--- src/rtl/psr_pkg.sv ---
package psr_pkg;

  localparam int SR_W = 16;

  localparam int BIT_C = 0;
  localparam int BIT_V = 1;
  localparam int BIT_Z = 2;
  localparam int BIT_N = 3;
  localparam int BIT_X = 4;
  localparam int BIT_S = 13;
  localparam int BIT_T = 15;
  localparam int MASK_LO = 8;
  localparam int MASK_HI = 10;

  localparam logic [SR_W-1:0] SR_IMPL  = 16'hA71F;
  localparam logic [SR_W-1:0] SR_RESET = 16'h2700;

  typedef enum logic [3:0] {
    OP_NOP      = 4'd0,
    OP_SET_C    = 4'd1,
    OP_SET_V    = 4'd2,
    OP_SET_Z    = 4'd3,
    OP_SET_N    = 4'd4,
    OP_SET_X    = 4'd5,
    OP_SET_T    = 4'd6,
    OP_SET_S    = 4'd7,
    OP_SET_XC   = 4'd8,
    OP_SET_NZ   = 4'd9,
    OP_LOGIC_NZ = 4'd10,
    OP_CLR_CV   = 4'd11,
    OP_LOAD_CCR = 4'd12,
    OP_LOAD_SR  = 4'd13,
    OP_SET_MASK = 4'd14,
    OP_RSVD     = 4'd15
  } psr_op_e;

  typedef enum logic [3:0] {
    CC_T  = 4'd0,  CC_F  = 4'd1,  CC_HI = 4'd2,  CC_LS = 4'd3,
    CC_CC = 4'd4,  CC_CS = 4'd5,  CC_NE = 4'd6,  CC_EQ = 4'd7,
    CC_VC = 4'd8,  CC_VS = 4'd9,  CC_PL = 4'd10, CC_MI = 4'd11,
    CC_GE = 4'd12, CC_LT = 4'd13, CC_GT = 4'd14, CC_LE = 4'd15
  } cond_e;

  // nzvc = {N, Z, V, C}
  function automatic logic cond_of(input logic [3:0] nzvc, input cond_e sel);
    logic n, z, v, c, lt;
    n  = nzvc[3];
    z  = nzvc[2];
    v  = nzvc[1];
    c  = nzvc[0];
    lt = n ^ v;
    case (sel)
      CC_T:    cond_of = 1'b1;
      CC_F:    cond_of = 1'b0;
      CC_HI:   cond_of = ~c & ~z;
      CC_LS:   cond_of = c | z;
      CC_CC:   cond_of = ~c;
      CC_CS:   cond_of = c;
      CC_NE:   cond_of = ~z;
      CC_EQ:   cond_of = z;
      CC_VC:   cond_of = ~v;
      CC_VS:   cond_of = v;
      CC_PL:   cond_of = ~n;
      CC_MI:   cond_of = n;
      CC_GE:   cond_of = ~lt;
      CC_LT:   cond_of = lt;
      CC_GT:   cond_of = ~lt & ~z;
      default: cond_of = lt | z;
    endcase
  endfunction

endpackage

--- src/rtl/psr_flag_unit.sv ---
module psr_flag_unit
  import psr_pkg::*;
#(
  parameter int DATA_W = 32
) (
  input  logic              op_valid,
  input  logic [3:0]        op_code,
  input  logic              op_flag,
  input  logic [DATA_W-1:0] op_result,
  input  logic [1:0]        res_size,
  input  logic [15:0]       op_word,
  input  logic [2:0]        op_mask,
  input  logic [SR_W-1:0]   sr_q,
  output logic [SR_W-1:0]   sr_d,
  output logic              s_write
);

  localparam int BYTE_W = 8;
  localparam int WORD_W = 16;

  // returns {N, Z} of the result at the selected size
  function automatic logic [1:0] sized_nz(input logic [DATA_W-1:0] r,
                                          input logic [1:0] sz);
    logic n, z;
    case (sz)
      2'd0: begin
        n = r[BYTE_W-1];
        z = (r[BYTE_W-1:0] == '0);
      end
      2'd1: begin
        n = r[WORD_W-1];
        z = (r[WORD_W-1:0] == '0);
      end
      default: begin
        n = r[DATA_W-1];
        z = (r == '0);
      end
    endcase
    sized_nz = {n, z};
  endfunction

  psr_op_e op;
  logic [1:0] nz;

  assign op = psr_op_e'(op_code);
  assign nz = sized_nz(op_result, res_size);

  always_comb begin
    sr_d    = sr_q;
    s_write = 1'b0;
    if (op_valid) begin
      case (op)
        OP_SET_C:  sr_d[BIT_C] = op_flag;
        OP_SET_V:  sr_d[BIT_V] = op_flag;
        OP_SET_Z:  sr_d[BIT_Z] = op_flag;
        OP_SET_N:  sr_d[BIT_N] = op_flag;
        OP_SET_X:  sr_d[BIT_X] = op_flag;
        OP_SET_T:  sr_d[BIT_T] = op_flag;
        OP_SET_S: begin
          sr_d[BIT_S] = op_flag;
          s_write     = 1'b1;
        end
        OP_SET_XC: begin
          sr_d[BIT_X] = op_flag;
          sr_d[BIT_C] = op_flag;
        end
        OP_SET_NZ: begin
          sr_d[BIT_N] = nz[1];
          sr_d[BIT_Z] = nz[0];
        end
        OP_LOGIC_NZ: begin
          sr_d[BIT_N] = nz[1];
          sr_d[BIT_Z] = nz[0];
          sr_d[BIT_V] = 1'b0;
          sr_d[BIT_C] = 1'b0;
        end
        OP_CLR_CV: begin
          sr_d[BIT_V] = 1'b0;
          sr_d[BIT_C] = 1'b0;
        end
        OP_LOAD_CCR: sr_d = {sr_q[15:8], 3'b000, op_word[4:0]};
        OP_LOAD_SR: begin
          sr_d    = op_word & SR_IMPL;
          s_write = 1'b1;
        end
        OP_SET_MASK: sr_d[MASK_HI:MASK_LO] = op_mask;
        default: sr_d = sr_q;
      endcase
    end
  end

endmodule

--- src/rtl/psr_sp_bank.sv ---
module psr_sp_bank #(
  parameter int SP_W = 32
) (
  input  logic            clk,
  input  logic            rst_n,
  input  logic            sp_wr,
  input  logic [SP_W-1:0] sp_wdata,
  input  logic            s_write,
  input  logic            s_old,
  input  logic            s_new,
  output logic [SP_W-1:0] sp_q
);

  localparam int BANKS = 2;

  logic [SP_W-1:0] bank_q [BANKS];
  logic [SP_W-1:0] sp_cur;
  logic            mode_change;

  assign sp_cur      = sp_wr ? sp_wdata : sp_q;
  assign mode_change = s_write && (s_old != s_new);

  // bank 0 = user copy, bank 1 = supervisor copy
  for (genvar g = 0; g < BANKS; g++) begin : g_bank
    always_ff @(posedge clk or negedge rst_n) begin
      if (!rst_n)
        bank_q[g] <= '0;
      else if (s_write && (s_old == (g != 0)))
        bank_q[g] <= sp_cur;
    end
  end

  always_ff @(posedge clk or negedge rst_n) begin
    if (!rst_n)
      sp_q <= '0;
    else if (mode_change)
      sp_q <= bank_q[s_new];
    else
      sp_q <= sp_cur;
  end

endmodule

--- src/rtl/psr_cond.sv ---
module psr_cond
  import psr_pkg::*;
(
  input  logic [3:0] nzvc,
  input  logic [3:0] cond_sel,
  output logic       cond_true
);

  assign cond_true = cond_of(nzvc, cond_e'(cond_sel));

endmodule

--- src/rtl/psr_core.sv ---
module psr_core
  import psr_pkg::*;
#(
  parameter int DATA_W = 32,
  parameter int SP_W   = 32
) (
  input  logic              clk,
  input  logic              rst_n,
  input  logic              op_valid,
  input  logic [3:0]        op_code,
  input  logic              op_flag,
  input  logic [DATA_W-1:0] op_result,
  input  logic [1:0]        res_size,
  input  logic [15:0]       op_word,
  input  logic [2:0]        op_mask,
  input  logic              sp_wr,
  input  logic [SP_W-1:0]   sp_wdata,
  input  logic [3:0]        cond_sel,
  output logic [15:0]       sr,
  output logic [SP_W-1:0]   sp_active,
  output logic              cond_true
);

  logic [SR_W-1:0] sr_q;
  logic [SR_W-1:0] sr_d;
  logic            s_write;
  logic [3:0]      nzvc;

  psr_flag_unit #(.DATA_W(DATA_W)) flag_i (
    .op_valid  (op_valid),
    .op_code   (op_code),
    .op_flag   (op_flag),
    .op_result (op_result),
    .res_size  (res_size),
    .op_word   (op_word),
    .op_mask   (op_mask),
    .sr_q      (sr_q),
    .sr_d      (sr_d),
    .s_write   (s_write)
  );

  always_ff @(posedge clk or negedge rst_n) begin
    if (!rst_n)
      sr_q <= SR_RESET;
    else
      sr_q <= sr_d;
  end

  psr_sp_bank #(.SP_W(SP_W)) bank_i (
    .clk      (clk),
    .rst_n    (rst_n),
    .sp_wr    (sp_wr),
    .sp_wdata (sp_wdata),
    .s_write  (s_write),
    .s_old    (sr_q[BIT_S]),
    .s_new    (sr_d[BIT_S]),
    .sp_q     (sp_active)
  );

  assign nzvc = {sr_q[BIT_N], sr_q[BIT_Z], sr_q[BIT_V], sr_q[BIT_C]};

  psr_cond cond_i (
    .nzvc      (nzvc),
    .cond_sel  (cond_sel),
    .cond_true (cond_true)
  );

  assign sr = sr_q;

endmodule

--- config.mk ---
export PLATFORM = sky130hd
export DESIGN_NAME = psr_core
export DESIGN_NICKNAME = d
export VERILOG_FILES = /design/src/rtl/psr_pkg.sv /design/src/rtl/psr_flag_unit.sv /design/src/rtl/psr_sp_bank.sv /design/src/rtl/psr_cond.sv /design/src/rtl/psr_core.sv
export SDC_FILE = /design/constraint.sdc
export NUM_CORES = 1
export LEC_CHECK = 0
export BUFFER_PORTS_ARGS = -buffer_cell sky130_fd_sc_hd__clkbuf_2
export CAP_MARGIN = 20
export CELL_PAD_IN_SITES_DETAIL_PLACEMENT = 0
export CELL_PAD_IN_SITES_GLOBAL_PLACEMENT = 2
export CORE_MARGIN = 4
export CORE_UTILIZATION = 32
export CTS_CLUSTER_DIAMETER = 150
export CTS_CLUSTER_SIZE = 16
export DETAILED_ROUTE_END_ITERATION = 12
export PLACE_DENSITY = 0.9
export SLEW_MARGIN = 20
export SYNTH_ARGS = -nofsm -noshare
export SYNTH_HDL_FRONTEND = slang
export SYNTH_SLANG_ARGS = --single-unit
--- constraint.sdc ---
create_clock -name clk -period 2 [get_ports clk]
set_input_delay 0.2 -clock clk [delete_from_list [all_inputs] [get_ports clk]]
set_output_delay 0.2 -clock clk [all_outputs]
set_load 0.02 [all_outputs]
After elaboration in Yosys (flattened, before gate mapping)
Index checks and enable logic that the tools add are counted.

Bits in registers: 106. Bits of input ports: 98. Output and inout port bits: 49.

Magnitude comparators: 1. Equality and inequality tests: 30. Mux-type cells: 19. Bitwise logic cells: 12. Reduce and logical (&&, ||, !) cells: 28.

Operator list (count): $mux W32 (5); $eq A4 B4 Y1 const B (14); $eq A4 B3 Y1 const B (8); $logic_not A32 Y1 (1); $eq A4 B2 Y1 const B (4); $logic_not A16 Y1 (1); $pmux W1 S15 (1); $mux W14 (1); $reduce_and A2 Y1 (7); $pmux W1 S3 (4); $reduce_bool A3 Y1 (4); $reduce_or A2 Y1 (6); $pmux W1 S2 (5); $eq A4 B1 Y1 const B (2); $logic_not A8 Y1 (1); $not A1 Y1 (6); $pmux W3 S2 (1); $reduce_bool A2 Y1 (3); $logic_not A4 Y1 (1); $logic_and A1 B1 Y1 (3); $and A1 B1 Y1 (2); $eq A2 B1 Y1 const B (1); $ge A2 B2 Y1 const B (1); $logic_not A2 Y1 (1); 5 further kinds (7).

Depth between registers and ports, before layout
Gate-level depths: netlist of the first run.

Word-level depth: 9. Mapped depth: 7. Depth with buffers taken out: 5.

Modules after synthesis
From an unflattened synthesis of the first run, not the netlist that was laid out.

Cell total of the unflattened synthesis: 511. Area total of the unflattened synthesis: 5451.5 um^2.

Modules (own cells, without submodules): psr_sp_bank (times used 1, cells each 349, area an instance 4112.7 um^2, seq. area each 2402.3 um^2); psr_flag_unit (times used 1, cells each 117, area an instance 749.5 um^2, seq. area each 0.0 um^2); psr_core (times used 1, cells each 16, area an instance 405.4 um^2, seq. area each 405.4 um^2); psr_cond (times used 1, cells each 29, area an instance 183.9 um^2, seq. area each 0.0 um^2).

Worst setup path after synthesis of the first run
No wires, ideal clock.

Path type: flip-flop to output port. From: register sr_q[3], in the netlist sr[3]. To: output cond_true. Arrival time: 1.334 ns. Required time: 1.800 ns. Setup slack: 0.466 ns. Cell stages (with the launch flop): 6. Path through: dfrtp_1 > xor2_1 > mux2i_1 > a21oi_1 > a211oi_1 > nor2_1.

Cells in the longest elaborated chain, start to end: 4. Elaborated cells on any way between the ends: 6. Classes of those cells: mux: 1; bitwise: 5.

RTL lines: start, declared (RTL line psr_core.sv:24) `logic [SR_W-1:0] sr_q;`; start signal, assigned (RTL line psr_core.sv:46) `sr_q <= sr_d;`; $xor A1 B1 Y1 (RTL line psr_pkg.sv:51) `lt = n ^ v;`; $not A1 Y1 (RTL line psr_pkg.sv:65, psr_pkg.sv:67); $and A1 B1 Y1 (RTL line psr_pkg.sv:67) `CC_GT: cond_of = ~lt & ~z;`; $pmux W1 S15 * (RTL line psr_pkg.sv:52) `case (sel)`; end, declared (RTL line psr_core.sv:21) `output logic cond_true`.

Every way passes the cells marked *; elsewhere a longest branch is shown, timed or not.

Worst setup path in the final report of the first run
From: register sr_q[1], in the netlist sr[1]. To: output cond_true.

Same word-level chain as after synthesis.

==> results of run 1 <==
[sequential cells by signal, summed over array words and instances (netlist names)]
signal	flops
bank_i.bank_q	64
sr	10
bank_i.sp_q	32
[worst max-delay path by stage]
stage                    start         endpoint
floorplan                sr[3]        cond_true
global placement    op_code[3]   bank_i.sp_q[9]
detailed placement  op_code[3]  bank_i.sp_q[28]
CTS                      sr[3]        cond_true
global route             sr[2]        cond_true
finish                   sr[1]        cond_true
[metrics by stage]
step	setup TNS [ps]	cells	power (mW)	hold WS (ps)
2_1_floorplan	0	490	4.18	-95.6
3_3_place_gp	0	817	4.63	46.8
3_5_place_dp	0	817	4.74	48.1
4_1_cts	0	834	6.59	98.0
5_1_grt	-22.3	835	6.95	133
6_report	0	835	6.50	118
[worst max-delay path: stages (launching register included)]
cell	delay, ps
dfrtp_1	450
nor2b_4	190
a211oi_1	50
a211o_1	250
a211oi_2	210
nor2_1	50
buf_2	150
[kinds of logic after synthesis]
group / share of synthesized area (%)
other: 0.0730
multiplexers: 19.5
buffers and inverters: 4.34
AND/OR/NAND/NOR: 11.4
XOR/XNOR: 0.682
AO/OA/AOI/OAI: 12.3
flip-flops: 51.8
[routing by layer]
layer	share of wire, %	wire length [um]
met2	52	6340
met1	43	5240
met4	0.90	110
met5	0	0
met3	4.3	528
[synth_stat cells, types with 2 or more instances]
cell type  number
o22ai_1         3
a211oi_1        3
a211o_1         2
nor2_4          2
mux2i_1        99
o21ai_0        44
inv_1           4
nand2b_1        3
buf_6           3
a21oi_1        47
nand4_1         2
nor3b_1         6
a31oi_1         3
dfstp_2         4
nor2_1         40
nor4_1          7
clkbuf_1       12
xor2_1          3
a22o_1          2
buf_2          10
dfrtp_1       102
nand2_1        45
buf_4          10
nor3_1          3
nor2b_1         5
[repair_timing]
item,in CTS,in global routing
resized for setup,1,5
cloned,0,0
pin swaps,0,3
hold buffers,1,0
buffers inserted,0,1
endpoints found under the hold margin,65,0
setup endpoints to repair,1,1
[cell type report]
cell class	count	area share, %
Sequential cell	106	41.4
Multi-Input combinational cell	344	35.9
Timing Repair Buffer	149	13.5
Tap cell	216	4.21
Clock buffer	10	3.72
Clock inverter	6	1.09
Inverter	4	0.234
[power breakdown]
group | switching [mW] | internal (mW) | total, mW
logic | 0.868 | 0.663 | 1.53
registers | 0.359 | 2.79 | 3.15
clock network | 0.796 | 1.02 | 1.81
total | 2.02 | 4.48 | 6.50
==> metrics.md, run 1 <==
| Metric | Value |
|---|---|
| Period utilisation layout | around 95% |
| Max rail drop VDD | approximately 0.58 mV |
| Pin count of the biggest net entering global routing | between 70 and 80 |
| Root buffer cell | clkbuf_16 |
| Number of global-route vias before repair | 4153 |
| CP Max Fanout | 4 |
| R2R setup slack | around 470 ps |
| Syn Area/Cell | about 11 um2 |
| FF-to-FF End | bank_i.sp_q[9] |
| Syn Std Cell Area | 5130 um2 |
| DR iter-0 viols | 226 |
| Worst min-delay path class | in2reg |
| Placement Setup Slack | roughly 230 ps |
| HP Start | op_mask[2] |
| DIE AREA | between 15000 and 20000 um2 |
| Core area | about 16000 um2 |
| Max_cap viols | 0 |
| Final Hold Vio Count | 0 |
| TritonRoute pass-1 iters | 4 |
| Initial Util | 32.4% |
| Hpwl dp | approximately 8700 um |
| Register area | 2660 um2 |
| First-pass GRT wire length | 20300 um |
| Detailed-route DRC error count | 0 |
| Final min period | around 1900 ps |
| Commonest non-fill, non-tap cell in the layout | clkbuf_2 |
| Most frequent cells in the layout | clkbuf_2 (132), dfrtp_1 (101), mux2i_1 (99), a21oi_1 (47) |
| Synth Instances | around 490 |
| # setup viols final | 0 |
| Met3 GRT Util | 3.39% |
| Crit. End Element | output pin |
| Antenna cells | 0 |
| CP Launch Type | flip-flop |
| Final nets | 712 |
| Required @ worst endpoint | 1800 ps |
| Met2 usage | approximately 24% |
| Sink Count | between 100 and 150 |
| WP data arrival | approximately 1700 ps |
| Status | complete, no violations |
| Die Ht | approximately 130 um |
| Post-synth EDFFs | 0 |
| Clock transition at path regs | 70 ps |
| TritonCTS Buffers | 9 |
| YS warnings | 0 |
| Share of cells above drive strength 1 | slightly below 30% |
| Synth unique cells | 46 |
| PwrDens | between 1000 and 1500 nW/um2 |
| Setup Crit Path Kind | reg2out |
| Area grow syn2layout | 25.0% |
| Port bufs | between 100 and 150 |
| Antenna-violating nets left | 0 |
| Initial antenna violation count | 0 |
| Yosys top cell area share | roughly half |
| Max Fclk | roughly 520 MHz |
| Ports | 147 |
| All-Layer GR Usage | between 10% and 20% |
| Slew Limit Fails | 0 |
| Leakage power | roughly 2.9 nW |
| Area of the multi-input gates | approximately 2300 um2 |
| Routability Congestion | about 0.78 |
| Number of synthesized register bits | 106 |
| Design area | 6420 um2 |
| Largest cells by area after synthesis | dfrtp_1 (50%), mux2i_1 (19%), a21oi_1 (4.6%), o21ai_0 (4.3%), nand2_1 (3.3%) |
| Vias | between 3000 and 4000 |
| CTS H-tree depth | 3 |
| Site Rows | 46 |
| CTS tree | yes |
| Gr busiest metal | met2 |
| Post-synth top area cell | dfrtp_1 |
| Filler cells | about 1500 |
| CTS max path bufs | 2 |
| Worst Skew | roughly 12 ps |
| Die width | 135 um |
| Routed WL | roughly 12000 um |
| Synth async-reset ratio | 100% |
| Worst R2R Path Depth | 5 |
| Final WS setup | approximately 90 ps |
| Worst Hold End | sr[10] |
| Seq/Total Area, Yosys | between 50% and 60% |
| Vias per cell | approximately 4.7 |
| Final Core Density | about two fifths |
| WL/cell | roughly 15 um |
| Met1 Use GR | about 17% |
| Origin of the critical flop-to-flop path | sr[13] |
| Worst Hold Path Cells | 3 |
| Skew-Pair Late Insertion Delay | 350 ps |
| Post-Place Cell Area | ~6100 um2 |
| Grt total ovfl | 0 |
| Main synth FF type | dfrtp_1 |
Power figures use the tool's default switching activity.
==> run 2: changes to the inputs <==
--- a/config.mk
+++ b/config.mk
@@ -15,7 +15,7 @@
 export CTS_CLUSTER_SIZE = 16
 export DETAILED_ROUTE_END_ITERATION = 12
 export PLACE_DENSITY = 0.9
-export SLEW_MARGIN = 20
+export REMOVE_ABC_BUFFERS = 1
 export SYNTH_ARGS = -nofsm -noshare
 export SYNTH_HDL_FRONTEND = slang
 export SYNTH_SLANG_ARGS = --single-unit
==> metrics.md, run 2 (synthesis results as in run 1) <==
| Metric | Value |
|---|---|
| Status | complete, no violations (unchanged) |
| Max_cap viols | 0 (unchanged) |
| PwrDens | 1010 nW/um2 (about the same) |
| Vias per cell | 4.84 (was 4.74) |
| Initial Util | 32.4% (unchanged) |
| Site Rows | 46 (unchanged) |
| Period utilisation layout | 94.2% (was 95.5%) |
| Share of cells above drive strength 1 | 29.4% (was 29.1%) |
| WL/cell | 14.8 um (was 14.6 um) |
| Max reg flops | 64 (unchanged) |
| Antenna cells | 0 (unchanged) |
| Least-Margin Pin Slew | 463 ps |
| Slew Limit Fails | 0 (unchanged) |
| Required @ worst endpoint | 1800 ps (about the same) |
| Max-Slew Margin vs Limit | 68.4% |
| CP Launch Type | flip-flop (unchanged) |
| Worst Skew | 5.26 ps (was 11.5 ps) |
| DR iter-0 viols | 136 (was 226) |
| Commonest non-fill, non-tap cell in the layout | clkbuf_2 (unchanged) |
| Setup Crit Path Kind | reg2out (unchanged) |
| Port bufs | 134 (unchanged) |
| Post-Place Cell Area | 6110 um2 (was 6070 um2) |
| First-pass GRT wire length | 20600 um (was 20300 um) |
| All-Layer GR Usage | 14.0% (was 13.9%) |
| Cells after DPL | 819 (was 817) |
| Worst Hold Path Cells | 3 (unchanged) |
| Final Hold Vio Count | 0 (unchanged) |
| Area grow syn2layout | 25.8% (was 25.0%) |
| Final std cells w/o fill | 838 (was 835) |
| DIE AREA | 18100 um2 (unchanged) |
| RSZ-0062 raised after global routing | true |
| Final min period | 1880 ps (was 1910 ps) |
| CTS max path bufs | 2 (unchanged) |
| Crit. End Element | output pin (unchanged) |
| Max Fclk | 531 MHz (was 524 MHz) |
| CP Max Fanout | 3 (was 4) |
| # setup viols final | 0 (unchanged) |
| Register area | 2660 um2 (about the same) |
| Antenna-violating nets left | 0 (unchanged) |
| Worst R2R Path Depth | 5 (unchanged) |
| Root buffer cell | clkbuf_16 (unchanged) |
| Leakage power | 2.90 nW (was 2.88 nW) |
| Most frequent cells in the layout | clkbuf_2 (132), dfrtp_1 (100), mux2i_1 (99), a21oi_1 (47) (was clkbuf_2 (132), dfrtp_1 (101), mux2i_1 (99), a21oi_1 (47)) |
| WP data arrival | 1680 ps (was 1710 ps) |
| TritonCTS Buffers | 9 (unchanged) |
| Routed WL | 12400 um (was 12200 um) |
| Grt total ovfl | 0 (unchanged) |
| Vias | 4060 (was 3956) |
| Filler cells | 1535 (was 1536) |
| Initial antenna violation count | 0 (unchanged) |
| Pin count of the biggest net entering global routing | 65 (was 73) |
| Routability Congestion | 0.791 (was 0.776) |
| Number of global-route vias before repair | 4198 (was 4153) |
| Setup tns final | 0 ps (unchanged) |
| Worst min-delay path class | in2reg (unchanged) |
| Max rail drop VDD | 0.542 mV (was 0.580 mV) |
| Area of the multi-input gates | 2300 um2 (about the same) |
| Hpwl dp | 9260 um (was 8730 um) |
| Skew-Pair Late Insertion Delay | 340 ps (was 350 ps) |
| Sink Count | 106 (unchanged) |
| TritonRoute pass-1 iters | 4 (unchanged) |
| Die width | 135 um (unchanged) |
| Die Ht | 135 um (unchanged) |
| Ports | 147 (unchanged) |
| Pwr Total | 6.50 mW (about the same) |
| CTS H-tree depth | 3 (unchanged) |
| Hold_ws | 149 ps (was 118 ps) |
| Design area | 6460 um2 (was 6420 um2) |
| Core area | 15800 um2 (unchanged) |
| Reg with most FFs | bank_i.bank_q (unchanged) |
| CTS tree | yes (unchanged) |
| Final nets | 715 (was 712) |
| Detailed-route DRC error count | 0 (unchanged) |
| Clock transition at path regs | 70 ps (about the same) |
[run 2: cell count changes in the layout (fill, tap and decap cells not counted)]
| cell | change |
|---|---|
| buf_12 | +2 |
| inv_6 | -2 |
| dfrtp_1 | -1 |
| clkbuf_1 | +1 |
| nor2b_2 | +1 |
| dfrtp_2 | +1 |
| buf_4 | +1 |
| clkinv_2 | +1 |
| clkinv_4 | -1 |
| clkbuf_8 | +1 |
| nor2b_4 | -1 |
[run 2: power breakdown]
group          switching, mW  internal [mW]
registers              0.356           2.80
clock network          0.758           1.04
logic                  0.878          0.672
total                   1.99           4.51
[run 2: worst paths after layout]
kind                             startpoint                to  slack (ps)
setup / recovery                      sr[1]         cond_true         120
hold / removal                   op_word[9]             sr[9]         150
setup reg to reg                     sr[13]   bank_i.sp_q[12]         470
hold reg to reg            bank_i.bank_q[8]  bank_i.bank_q[8]         480
max in group asynchronous             rst_n            sr[13]        1060
min in group asynchronous             rst_n             sr[0]         250
[run 2: metal layers]
layer  GRT usage (%)  part of all wire [%]
met5               0                     0
met4            4.81                   1.1
met3            2.61                   6.1
met2            24.3                    50
met1            17.5                    43
[run 2: metrics by stage]
stage | util (%) | setup WS [ps]
2_1_floorplan | - | -359
3_3_place_gp | 38.6 | 227
3_5_place_dp | 38.6 | 174
4_1_cts | 40.6 | 11.6
5_1_grt | 40.8 | 0.913
6_report | 40.8 | 115
[run 2: critical path, cell delays in order, from the launching register on]
cell      delay [ps]
dfrtp_2          390
nor2b_2          170
a211oi_1          60
a211o_1          300
a211oi_2         220
nor2_1            50
buf_2            160
[run 2: area by class of cell]
class	count	share of cell area, %
clock inverter	4	0.756
clock buffer	12	3.97
timing repair buffer	152	14.1
inverter	4	0.233
sequential	106	41.2
multi-input combinational	344	35.6
tap	216	4.19
[run 2: timing repair]
action,CTS,global route
hold buffers,1,0
endpoints found under the setup margin,0,1
hold endpoints to repair,10,0
buffers inserted,0,2
gates resized for setup,0,6
